$ cat src/rtl/pws_pkg.sv
package pws_pkg;

  typedef enum logic [2:0] {
    ST_IDLE,
    ST_PAGE,
    ST_SETTLE,
    ST_FIRST,
    ST_SECOND
  } seq_state_e;

  typedef struct packed {
    logic [4:0]  phy;
    logic [4:0]  regn;
    logic [15:0] data;
  } bus_txn_t;

endpackage

$ cat src/rtl/pws_slice.sv
// Derives the three bus transactions from a latched wide write.
module pws_slice
  import pws_pkg::*;
#(
  parameter int          ADDR_W    = 19,
  parameter logic [4:0]  PAGE_PHY  = 5'h18,
  parameter logic [4:0]  DATA_PHY  = 5'h10
) (
  input  logic [ADDR_W-1:0] addr,
  input  logic [31:0]       data,
  input  logic              lo_first,
  output bus_txn_t          page_txn,
  output bus_txn_t          first_txn,
  output bus_txn_t          second_txn
);
  localparam int PAGE_LSB = 9;
  localparam int PAGE_W   = ADDR_W - PAGE_LSB;

  logic [PAGE_W-1:0] page_bits;
  logic [4:0]        lo_reg;
  logic [4:0]        hi_reg;
  logic [4:0]        sub_phy;
  bus_txn_t          lo_txn;
  bus_txn_t          hi_txn;

  always_comb begin
    page_bits = addr[ADDR_W-1:PAGE_LSB];
    lo_reg    = {addr[5:2], 1'b0};
    hi_reg    = {addr[5:2], 1'b1};
    sub_phy   = DATA_PHY | {2'b00, addr[8:6]};

    page_txn.phy  = PAGE_PHY;
    page_txn.regn = 5'd0;
    page_txn.data = 16'(page_bits);

    lo_txn.phy  = sub_phy;
    lo_txn.regn = lo_reg;
    lo_txn.data = data[15:0];

    hi_txn.phy  = sub_phy;
    hi_txn.regn = hi_reg;
    hi_txn.data = data[31:16];

    first_txn  = lo_first ? lo_txn : hi_txn;
    second_txn = lo_first ? hi_txn : lo_txn;
  end
endmodule

$ cat src/rtl/pws_settle.sv
// Counts the quiet interval after the page write.
module pws_settle #(
  parameter int SETTLE_CYC = 50000
) (
  input  logic clk,
  input  logic rst_n,
  input  logic start,
  output logic expire
);
  localparam int CNT_W = $clog2(SETTLE_CYC + 1);
  localparam logic [CNT_W-1:0] LOAD = CNT_W'(SETTLE_CYC);

  logic [CNT_W-1:0] cnt_q;

  always_ff @(posedge clk) begin
    if (!rst_n)
      cnt_q <= '0;
    else if (start)
      cnt_q <= LOAD;
    else if (cnt_q != '0)
      cnt_q <= cnt_q - 1'b1;
  end

  assign expire = (cnt_q == CNT_W'(1));

  // the counter never runs past its load value
  a_r4_cnt_bounded: assert property (@(posedge clk) disable iff (!rst_n)
    cnt_q <= LOAD);
endmodule

$ cat src/rtl/pws_ctrl.sv
// Sequencing state machine: request latch, transaction select, settle gap.
module pws_ctrl
  import pws_pkg::*;
#(
  parameter int         ADDR_W     = 19,
  parameter int         SETTLE_CYC = 50000,
  parameter logic [4:0] PAGE_PHY   = 5'h18
) (
  input  logic              clk,
  input  logic              rst_n,
  input  logic              req_valid,
  output logic              req_ready,
  input  logic [ADDR_W-1:0] req_addr,
  input  logic [31:0]       req_data,
  input  logic              lo_first,
  input  logic              bus_done,
  input  logic              settle_expire,
  output logic              settle_start,
  input  bus_txn_t          page_txn,
  input  bus_txn_t          first_txn,
  input  bus_txn_t          second_txn,
  output logic              bus_valid,
  output bus_txn_t          bus_txn,
  output logic [ADDR_W-1:0] lat_addr,
  output logic [31:0]       lat_data,
  output logic              lat_lo,
  output logic              busy
);
  localparam int GAP_W = $clog2(SETTLE_CYC + 1);

  seq_state_e state_q, state_d;
  logic       accept;

  assign req_ready = (state_q == ST_IDLE);
  assign busy      = (state_q != ST_IDLE);
  assign accept    = req_valid && req_ready;

  always_comb begin
    state_d = state_q;
    unique case (state_q)
      ST_IDLE:   if (req_valid)     state_d = ST_PAGE;
      ST_PAGE:   if (bus_done)      state_d = ST_SETTLE;
      ST_SETTLE: if (settle_expire) state_d = ST_FIRST;
      ST_FIRST:  if (bus_done)      state_d = ST_SECOND;
      ST_SECOND: if (bus_done)      state_d = ST_IDLE;
      default:                      state_d = ST_IDLE;
    endcase
  end

  assign settle_start = (state_q == ST_PAGE) && bus_done;

  always_ff @(posedge clk) begin
    if (!rst_n) begin
      state_q  <= ST_IDLE;
      lat_addr <= '0;
      lat_data <= '0;
      lat_lo   <= 1'b0;
    end else begin
      state_q <= state_d;
      if (accept) begin
        lat_addr <= req_addr;
        lat_data <= req_data;
        lat_lo   <= lo_first;
      end
    end
  end

  always_comb begin
    bus_valid = 1'b1;
    bus_txn   = page_txn;
    unique case (state_q)
      ST_PAGE:   bus_txn = page_txn;
      ST_FIRST:  bus_txn = first_txn;
      ST_SECOND: bus_txn = second_txn;
      default: begin
        bus_valid = 1'b0;
        bus_txn   = page_txn;
      end
    endcase
  end

  // Gap length observer for the settle assertion
  logic [GAP_W-1:0] gap_q;
  always_ff @(posedge clk) begin
    if (!rst_n || state_q != ST_SETTLE)
      gap_q <= '0;
    else
      gap_q <= gap_q + 1'b1;
  end

  // leaving the settle state happens after exactly SETTLE_CYC cycles in it
  a_r4_settle_len: assert property (@(posedge clk) disable iff (!rst_n)
    (state_q == ST_SETTLE && settle_expire) |-> gap_q == GAP_W'(SETTLE_CYC - 1));

  // acceptance is followed by the page write
  a_r2_page_first: assert property (@(posedge clk) disable iff (!rst_n)
    accept |=> bus_valid && bus_txn.phy == PAGE_PHY && bus_txn.regn == 5'd0);

  // a presented transaction holds until done
  a_r7_hold: assert property (@(posedge clk) disable iff (!rst_n)
    (bus_valid && !bus_done) |=> bus_valid && $stable(bus_txn));

  // no second request can be taken right after one is accepted
  a_r8_no_back_to_back: assert property (@(posedge clk) disable iff (!rst_n)
    accept |=> !req_ready && busy);

  // done while idle leaves the block idle
  a_r9_idle_done: assert property (@(posedge clk) disable iff (!rst_n)
    (req_ready && !req_valid && bus_done) |=> req_ready && !bus_valid);
endmodule

$ cat src/rtl/paged_wr_seq.sv
module paged_wr_seq
  import pws_pkg::*;
#(
  parameter int         ADDR_W     = 19,
  parameter int         SETTLE_CYC = 50000,
  parameter logic [4:0] PAGE_PHY   = 5'h18,
  parameter logic [4:0] DATA_PHY   = 5'h10
) (
  input  logic              clk,
  input  logic              rst_n,
  input  logic              lo_first,
  input  logic              req_valid,
  output logic              req_ready,
  input  logic [ADDR_W-1:0] req_addr,
  input  logic [31:0]       req_data,
  output logic              bus_valid,
  output logic [4:0]        bus_phy,
  output logic [4:0]        bus_regn,
  output logic [15:0]       bus_wdata,
  input  logic              bus_done,
  output logic              busy
);
  logic [ADDR_W-1:0] lat_addr;
  logic [31:0]       lat_data;
  logic              lat_lo;
  bus_txn_t          page_txn, first_txn, second_txn, bus_txn;
  logic              settle_start, settle_expire;

  pws_slice #(
    .ADDR_W(ADDR_W), .PAGE_PHY(PAGE_PHY), .DATA_PHY(DATA_PHY)
  ) u_slice (
    .addr(lat_addr), .data(lat_data), .lo_first(lat_lo),
    .page_txn(page_txn), .first_txn(first_txn), .second_txn(second_txn)
  );

  pws_settle #(.SETTLE_CYC(SETTLE_CYC)) u_settle (
    .clk(clk), .rst_n(rst_n), .start(settle_start), .expire(settle_expire)
  );

  pws_ctrl #(
    .ADDR_W(ADDR_W), .SETTLE_CYC(SETTLE_CYC), .PAGE_PHY(PAGE_PHY)
  ) u_ctrl (
    .clk(clk), .rst_n(rst_n),
    .req_valid(req_valid), .req_ready(req_ready),
    .req_addr(req_addr), .req_data(req_data), .lo_first(lo_first),
    .bus_done(bus_done), .settle_expire(settle_expire), .settle_start(settle_start),
    .page_txn(page_txn), .first_txn(first_txn), .second_txn(second_txn),
    .bus_valid(bus_valid), .bus_txn(bus_txn),
    .lat_addr(lat_addr), .lat_data(lat_data), .lat_lo(lat_lo),
    .busy(busy)
  );

  assign bus_phy   = bus_txn.phy;
  assign bus_regn  = bus_txn.regn;
  assign bus_wdata = bus_txn.data;
endmodule

$ cat config.mk
export PLATFORM = sky130hd
export DESIGN_NAME = paged_wr_seq
export DESIGN_NICKNAME = d
export VERILOG_FILES = /design/src/rtl/pws_pkg.sv /design/src/rtl/pws_slice.sv /design/src/rtl/pws_settle.sv /design/src/rtl/pws_ctrl.sv /design/src/rtl/paged_wr_seq.sv
export SDC_FILE = /design/constraint.sdc
export NUM_CORES = 1
export LEC_CHECK = 0
export BUFFER_PORTS_ARGS = -buffer_cell sky130_fd_sc_hd__buf_2
export CORE_MARGIN = 3
export CORE_UTILIZATION = 51
export CTS_CLUSTER_DIAMETER = 30
export DETAILED_ROUTE_END_ITERATION = 10
export PLACE_DENSITY = 0.77
export SKIP_LAST_GASP = 1
export SLEW_MARGIN = 20
export SYNTH_ARGS = -nofsm -noshare
export SYNTH_HDL_FRONTEND = slang
export SYNTH_HIERARCHICAL = 1
export SYNTH_SLANG_ARGS = --single-unit
export TNS_END_PERCENT = 100
$ cat constraint.sdc
create_clock -name clk -period 1.8 [get_ports clk]
set_input_delay 0.36 -clock clk [delete_from_list [all_inputs] [get_ports clk]]
set_output_delay 0.36 -clock clk [all_outputs]
set_load 0.01 [all_outputs]
==> flow_metrics.env, run 1 <==
export IMPL_outcome="complete, but fails checks"
export IMPL_endpoint_kind="output port"
export IMPL_r2r_end="u_settle/cnt_q[9]$_SDFFE_PN0P_"
export IMPL_vias_post_dr=3642
export IMPL_hold_viol_final=0
export IMPL_globalRoute_busiestLayer="met2"
export IMPL_vias_per_cell=5.380
export IMPL_worst_path_max_fanout=5
export IMPL_power_density_nw_per_um2=1106
export IMPL_final_min_period_over_clock_period_pct=117.2
export IMPL_antenna_diode_count=0
export IMPL_pin_count_of_the_biggest_net_entering_global_routing=51
export IMPL_layout_common_cells="108 x sky130_fd_sc_hd__nand2_1, 80 x sky130_fd_sc_hd__buf_2, 63 x sky130_fd_sc_hd__dfxtp_1"
export IMPL_timing_hold_ws_ns=0.2449
export IMPL_gr_usage_met2_pct=33.75
export IMPL_initialDrtViolationCount=144
export IMPL_total_die_area_um2=9664
export IMPL_min_period_ns=2.110
export IMPL_final_fill_count=721
export IMPL_critPathLaunchType="flip-flop"
export IMPL_synth_yosys_warnings=6
export IMPL_r2r_cells=4
export IMPL_gp_congestion=0.8180
export IMPL_final_critical_path_setup_slack_ns=-0.3100
export IMPL_use_met3_pct=4.000
export IMPL_rows=33
export IMPL_grt_overflow=0
export IMPL_cp_data_required_time_ns=1.44
export IMPL_dpl_cell_count=649
export IMPL_synthesis_area_per_instance_um2=8.886
export IMPL_routed_wirelength_mm=10.27
export IMPL_timing_hold_worst_class="primary input to flip-flop"
export IMPL_insertion_delay_ns=0.34
export IMPL_critical_path_class="flip-flop to output port"
export IMPL_critPathArrivalTime_ns=1.75
export IMPL_cp_slowest_cell="sky130_fd_sc_hd__dfxtp_4"
export IMPL_number_of_buffers_added_by_the_clock_tree_synthesis_step=9
export IMPL_fmax_ghz=0.4739
export IMPL_total_global_routing_track_utilization_pct=20.22
export IMPL_design_portCount=85
export IMPL_max_cap_viol_count=0
export IMPL_core_region_area_um2=8258
export IMPL_detail_route_antenna_nets=0
export IMPL_timing_final_max_slew_violations=0
export IMPL_worst_ir_drop_vdd_mv=0.4998
export IMPL_die_w_um=98.31
export IMPL_fin_worst_skew_ns=0.005891
export IMPL_syn_instance_count=489
export IMPL_detailed_router_iteration_count_before_antenna_repair=4
export IMPL_htreeDepth=3
export IMPL_chipHeight_um=98.31
export IMPL_max_slew_worst_pin_slew_ns=0.6470
export IMPL_crit_path_max_incr_delay_ns=0.41
export IMPL_final_setup_viol_count=27
export IMPL_syn_cell_area_um2=4345
export IMPL_timing_hold_worst_path_depth=3
export IMPL_avgRoutedWirePerCell_um=15.17
export IMPL_syn_to_final_growth_pct=17.56
export IMPL_path_cells="buf_4, mux2_4, a22o_1, a21o_1, buf_2"
export IMPL_drcViolationCount=0
export IMPL_clockBufferDepth=2
export IMPL_final_design_area_no_fill_um2=5109
export IMPL_global_route_wire_length_before_repair_mm=15.96
export IMPL_worstHoldEndpoint="u_ctrl/lat_data[4]$_SDFFE_PN0P_"
export IMPL_clock_sink_count=69
export IMPL_post_route_cells_drive_above_1_share_pct=34.97
export IMPL_root_buffer="sky130_fd_sc_hd__clkbuf_8"
export IMPL_critical_path_reg2reg_startpoint="u_settle/cnt_q[4]$_SDFFE_PN0P_"
export IMPL_p_leak_nw=2.394
export IMPL_most_frequent_standard_cell_in_the_layout_excluding_fill_and_tap_cells="sky130_fd_sc_hd__nand2_1"
export IMPL_effective_utilization_at_floorplan_pct=52.62
export IMPL_dp_hpwl_mm=6.764
export IMPL_met1_usage_pct=24.91
export IMPL_cts_reportedPaths_clkPinSlew_ns=0.08
export IMPL_number_of_global_route_vias_before_repair=3507
export IMPL_final_core_utilization_pct=61.86
export IMPL_maxSlewHeadroom_pct=56.82
export IMPL_setup_repair_after_global_routing_missed_its_margin="true"
export IMPL_number_of_antenna_violations_at_the_first_check_in_global_routing=0
export IMPL_port_buffer_count=82
export IMPL_placedInstanceArea_um2=4648
export IMPL_final_cell_count_no_fill=677
export IMPL_worstHoldStart="req_data[4]"
export IMPL_reg2reg_slack_ns=0.03
export IMPL_fin_nets=625
export IMPL_cts_tree="built"
export IMPL_failed_checks="setup timing"
==> through the flow <==
step | power (mW) | setup slack, ns | setup TNS, ns
after floorplan | 3.478 | 0.005500 | 0
after global placement | 4.046 | -0.03787 | -0.09315
after detailed placement | 4.129 | -0.03890 | -0.07033
after CTS | 5.453 | -0.3279 | -6.261
after global routing | 6.011 | -0.3729 | -7.506
final | 5.651 | -0.3100 | -5.886
==> report_power, final <==
part,switching (mW),internal (mW)
logic,1.16,1.19
registers,0.255,1.77
clock network,0.596,0.672
==> metal layers <==
layer  part of all wire [%]  vias to the layer above
li1                       -                     1807
met1                     42                     1714
met2                     49                       97
met3                    5.7                       24
met4                    2.9                        0
met5                      0                        -
==> worst max path at each step <==
stage,slack (ns),startpoint,endpoint
after global placement,-0.04,u_settle/cnt_q[4]$_SDFFE_PN0P_,u_settle/cnt_q[13]$_SDFFE_PP0P_
after global routing,-0.37,u_ctrl/lat_lo$_SDFFE_PN0P_,bus_wdata[15]
final,-0.31,u_ctrl/lat_lo$_SDFFE_PN0P_,bus_wdata[12]
after CTS,-0.33,u_ctrl/lat_lo$_SDFFE_PN0P_,bus_wdata[3]
after detailed placement,-0.04,u_settle/cnt_q[4]$_SDFFE_PN0P_,u_settle/cnt_q[13]$_SDFFE_PP0P_
after floorplan,0.006,u_settle/cnt_q[4]$_SDFFE_PN0P_,u_settle/cnt_q[9]$_SDFFE_PN0P_
==> state kept, by name (all words and copies together), names as in the netlist <==
signal,cells
u_settle/cnt_q,16
u_ctrl/lat_data,32
u_ctrl/lat_lo,1
u_ctrl/lat_addr,17
u_ctrl/state_q,3
==> area by class of cell <==
| type | instances | area (um2) | area share [%] |
|---|---|---|---|
| multi-input cells | 352 | 2434 | 47.64 |
| inverters | 8 | 30.03 | 0.5878 |
| well taps | 105 | 131.4 | 2.572 |
| clock inverters | 6 | 62.56 | 1.225 |
| repair buffers | 127 | 922.1 | 18.05 |
| flip-flops and latches | 69 | 1391 | 27.23 |
| clock buffers | 10 | 137.6 | 2.694 |
==> critical path, delay by kind of cell (launching register included) <==
family | cells | cell delay [ns]
AOI/OAI and AO/OA | 2 | 0.39
buffers and inverters | 2 | 0.31
DFF | 1 | 0.41
muxes | 1 | 0.29
==> what timing repair did <==
| item | in CTS | in global routing |
|---|---|---|
| setup buffers | 8 | 1 |
| gates resized for setup | 14 | 14 |
| cloned | 2 | 2 |
| hold buffers | 0 | 0 |
| pin swaps | 11 | 3 |
| endpoints found under the setup margin | 30 | 89 |
No activity file was read; power rests on OpenSTA's default activity.
==> run 2: changes to the inputs <==
--- a/config.mk
+++ b/config.mk
@@ -5,12 +5,13 @@
 export SDC_FILE = /design/constraint.sdc
 export NUM_CORES = 1
 export LEC_CHECK = 0
+export ABC_AREA = 1
 export BUFFER_PORTS_ARGS = -buffer_cell sky130_fd_sc_hd__buf_2
 export CORE_MARGIN = 3
 export CORE_UTILIZATION = 51
 export CTS_CLUSTER_DIAMETER = 30
 export DETAILED_ROUTE_END_ITERATION = 10
-export PLACE_DENSITY = 0.77
+export PLACE_DENSITY_LB_ADDON = 0.05
 export SKIP_LAST_GASP = 1
 export SLEW_MARGIN = 20
 export SYNTH_ARGS = -nofsm -noshare
==> run 2 against run 1 <==
- the flow still finishes with violations (setup timing)
- clock power down 3%
- critical path depth is 2 higher
- critical endpoint is now bus_wdata[7]
- synthesized cell count increased by 39%
- worst hold slack gained 0.023 ns
- sequential share of layout area decreased by 1.7 points
- total power increased by 62%
==> flow_metrics.env, run 2 <==
export IMPL_outcome="complete, but fails checks"
export IMPL_failed_checks="setup timing"
export IMPL_r2r_end="u_ctrl/lat_data[21]$_SDFFE_PN0P_"
export IMPL_detailed_router_iteration_count_before_antenna_repair=5
export IMPL_number_of_global_route_vias_before_repair=4171
export IMPL_dp_hpwl_mm=7.526
export IMPL_endpoint_kind="output port"
export IMPL_fin_nets=806
export IMPL_port_buffer_count=82
export IMPL_vias_per_cell=5.419
export IMPL_final_core_utilization_pct=65.48
export IMPL_clock_sink_count=69
export IMPL_syn_instance_count=679
export IMPL_post_route_cells_drive_above_1_share_pct=27.56
export IMPL_final_min_period_over_clock_period_pct=104.5
export IMPL_min_period_ns=1.881
export IMPL_multi_input_area_um2=2479
export IMPL_critPathArrivalTime_ns=1.52
export IMPL_initialDrtViolationCount=304
export IMPL_fin_worst_skew_ns=0.006964
export IMPL_worst_path_max_fanout=8
export IMPL_detail_route_antenna_nets=0
export IMPL_cts_tree="built"
export IMPL_critical_path_reg2reg_startpoint="u_ctrl/state_q[0]$_SDFFE_PN0P_"
export IMPL_number_of_antenna_violations_at_the_first_check_in_global_routing=0
export IMPL_power_density_nw_per_um2=1679
export IMPL_timing_final_max_slew_violations=0
export IMPL_final_setup_viol_count=8
export IMPL_grt_overflow=0
export IMPL_vias_post_dr=4639
export IMPL_setup_repair_after_global_routing_missed_its_margin="true"
export IMPL_avgRoutedWirePerCell_um=15.79
export IMPL_hold_viol_final=0
export IMPL_antenna_diode_count=0
export IMPL_largest_register="u_ctrl/lat_data"
export IMPL_drcViolationCount=0
export IMPL_cts_reportedPaths_clkPinSlew_ns=0.07
export IMPL_max_cap_viol_count=0
export IMPL_syn_cell_area_um2=4447
export IMPL_critical_path_class="flip-flop to output port"
export IMPL_r2r_cells=9
export IMPL_wl_met1_mm=5.727
export IMPL_flip_flop_count_of_the_largest_register_all_copies_and_words_added=32
export IMPL_number_of_buffers_added_by_the_clock_tree_synthesis_step=9
export IMPL_area_sequential_um2=1394
export IMPL_pin_count_of_the_biggest_net_entering_global_routing=40
export IMPL_rows=33
export IMPL_effective_utilization_at_floorplan_pct=53.32
export IMPL_final_fill_count=782
export IMPL_die_w_um=99.38
export IMPL_p_leak_nw=2.556
export IMPL_synth_yosys_warnings=6
export IMPL_gp_congestion=0.8670
export IMPL_root_buffer="sky130_fd_sc_hd__clkbuf_8"
export IMPL_reg2reg_slack_ns=0.04
export IMPL_global_route_wire_length_before_repair_mm=20.14
export IMPL_fmax_ghz=0.5317
export IMPL_timing_hold_worst_class="primary input to flip-flop"
export IMPL_wl_met2_mm=6.160
export IMPL_most_frequent_standard_cell_in_the_layout_excluding_fill_and_tap_cells="sky130_fd_sc_hd__nand2_1"
export IMPL_core_region_area_um2=8341
export IMPL_critPathLaunchType="flip-flop"
export IMPL_final_setup_tns_ns=-0.2209
export IMPL_syn_to_final_growth_pct=22.82
export IMPL_layout_common_cells="191 x sky130_fd_sc_hd__nand2_1, 112 x sky130_fd_sc_hd__nand3_1, 79 x sky130_fd_sc_hd__buf_2"
export IMPL_worst_ir_drop_vdd_mv=0.9914
export IMPL_insertion_delay_ns=0.35
export IMPL_top_regs="u_ctrl/lat_data (32), u_ctrl/lat_addr (17), u_settle/cnt_q (16)"
export IMPL_total_global_routing_track_utilization_pct=25.33
export IMPL_wl_met3_mm=1.180
export IMPL_worstHoldEndpoint="u_ctrl/state_q[1]$_SDFFE_PN0P_"
export IMPL_dr_max_layer_used="met4"
export IMPL_total_die_area_um2=9875
export IMPL_cp_data_required_time_ns=1.44
export IMPL_synthesis_area_per_instance_um2=6.549
export IMPL_htreeDepth=3
export IMPL_timing_hold_worst_path_depth=3
export IMPL_routed_wirelength_mm=13.52
export IMPL_design_portCount=85
export IMPL_chipHeight_um=99.38
export IMPL_worstHoldStart="rst_n"
export IMPL_clockBufferDepth=2
export IMPL_final_critical_path_setup_slack_ns=-0.08093
==> run 2: how the worst max path moves through the flow <==
stage	from	end	slack [ns]	depth (start not counted)
final	u_ctrl/lat_lo$_SDFFE_PN0P_	bus_wdata[7]	-0.08	7
after global routing	u_ctrl/lat_lo$_SDFFE_PN0P_	bus_wdata[7]	-0.1	7
after CTS	u_ctrl/state_q[2]$_SDFFE_PN0P_	bus_wdata[2]	0.003	6
after detailed placement	u_ctrl/state_q[2]$_SDFFE_PN0P_	bus_wdata[2]	0.18	6
after global placement	u_ctrl/state_q[2]$_SDFFE_PN0P_	bus_wdata[0]	0.19	6
after floorplan	u_ctrl/state_q[1]$_SDFFE_PN0P_	bus_phy[0]	0.24	6
==> run 2: report_power, final <==
group | switching (mW) | leakage, nW | internal (mW)
sequential | 0.428 | 0.568 | 1.97
clock | 0.565 | 0.0923 | 0.662
combinational | 3.22 | 1.90 | 2.33
total | 4.21 | 2.56 | 4.96
==> run 2: area by class of cell <==
class                      instances  area share (%)
multi-input combinational        504           45.38
clock buffer                      12           2.657
sequential                        69           25.52
tap                              105           2.405
timing repair buffer             127           19.38
inverter                          34           3.139
timing repair inverter             3          0.8706
clock inverter                     2          0.6415
==> run 2: repair_timing <==
item | in CTS | in global routing
hold buffers | 0 | 0
pin swaps | 2 | 22
resized for setup | 21 | 49
buffers inserted | 5 | 9
endpoints found under the setup margin | 22 | 30
gates cloned | 5 | 7
==> run 2: worst max-delay path, cell delays in order (launching register included) <==
cell and delay [ns]:
sky130_fd_sc_hd__dfxtp_4 0.41, sky130_fd_sc_hd__clkbuf_16 0.19, sky130_fd_sc_hd__clkinv_8 0.08, sky130_fd_sc_hd__nand2_1 0.09
sky130_fd_sc_hd__nand2_1 0.07, sky130_fd_sc_hd__nand4_1 0.09, sky130_fd_sc_hd__nand3_1 0.10, sky130_fd_sc_hd__buf_2 0.15
==> run 2: routing by layer <==
layer / up-vias / GRT usage (%)
met3: 43 / 4.839
li1: 2305 / -
met2: 204 / 39.77
met5: - / 0
met4: 0 / 9.769
met1: 2087 / 34.50
==> run 2: stage by stage <==
stage	instance area [um2]	total power [mW]	instances	hold WS (ns)	setup slack, ns
finish	5461	9.170	856	0.2676	-0.08093
global route	5461	9.795	856	0.2808	-0.09540
CTS	5057	8.564	840	0.2692	0.003407
detailed placement	4644	6.691	816	0.4579	0.1817
global placement	4644	6.613	816	0.4507	0.1889
floorplan	4514	5.789	697	0.4405	0.2432
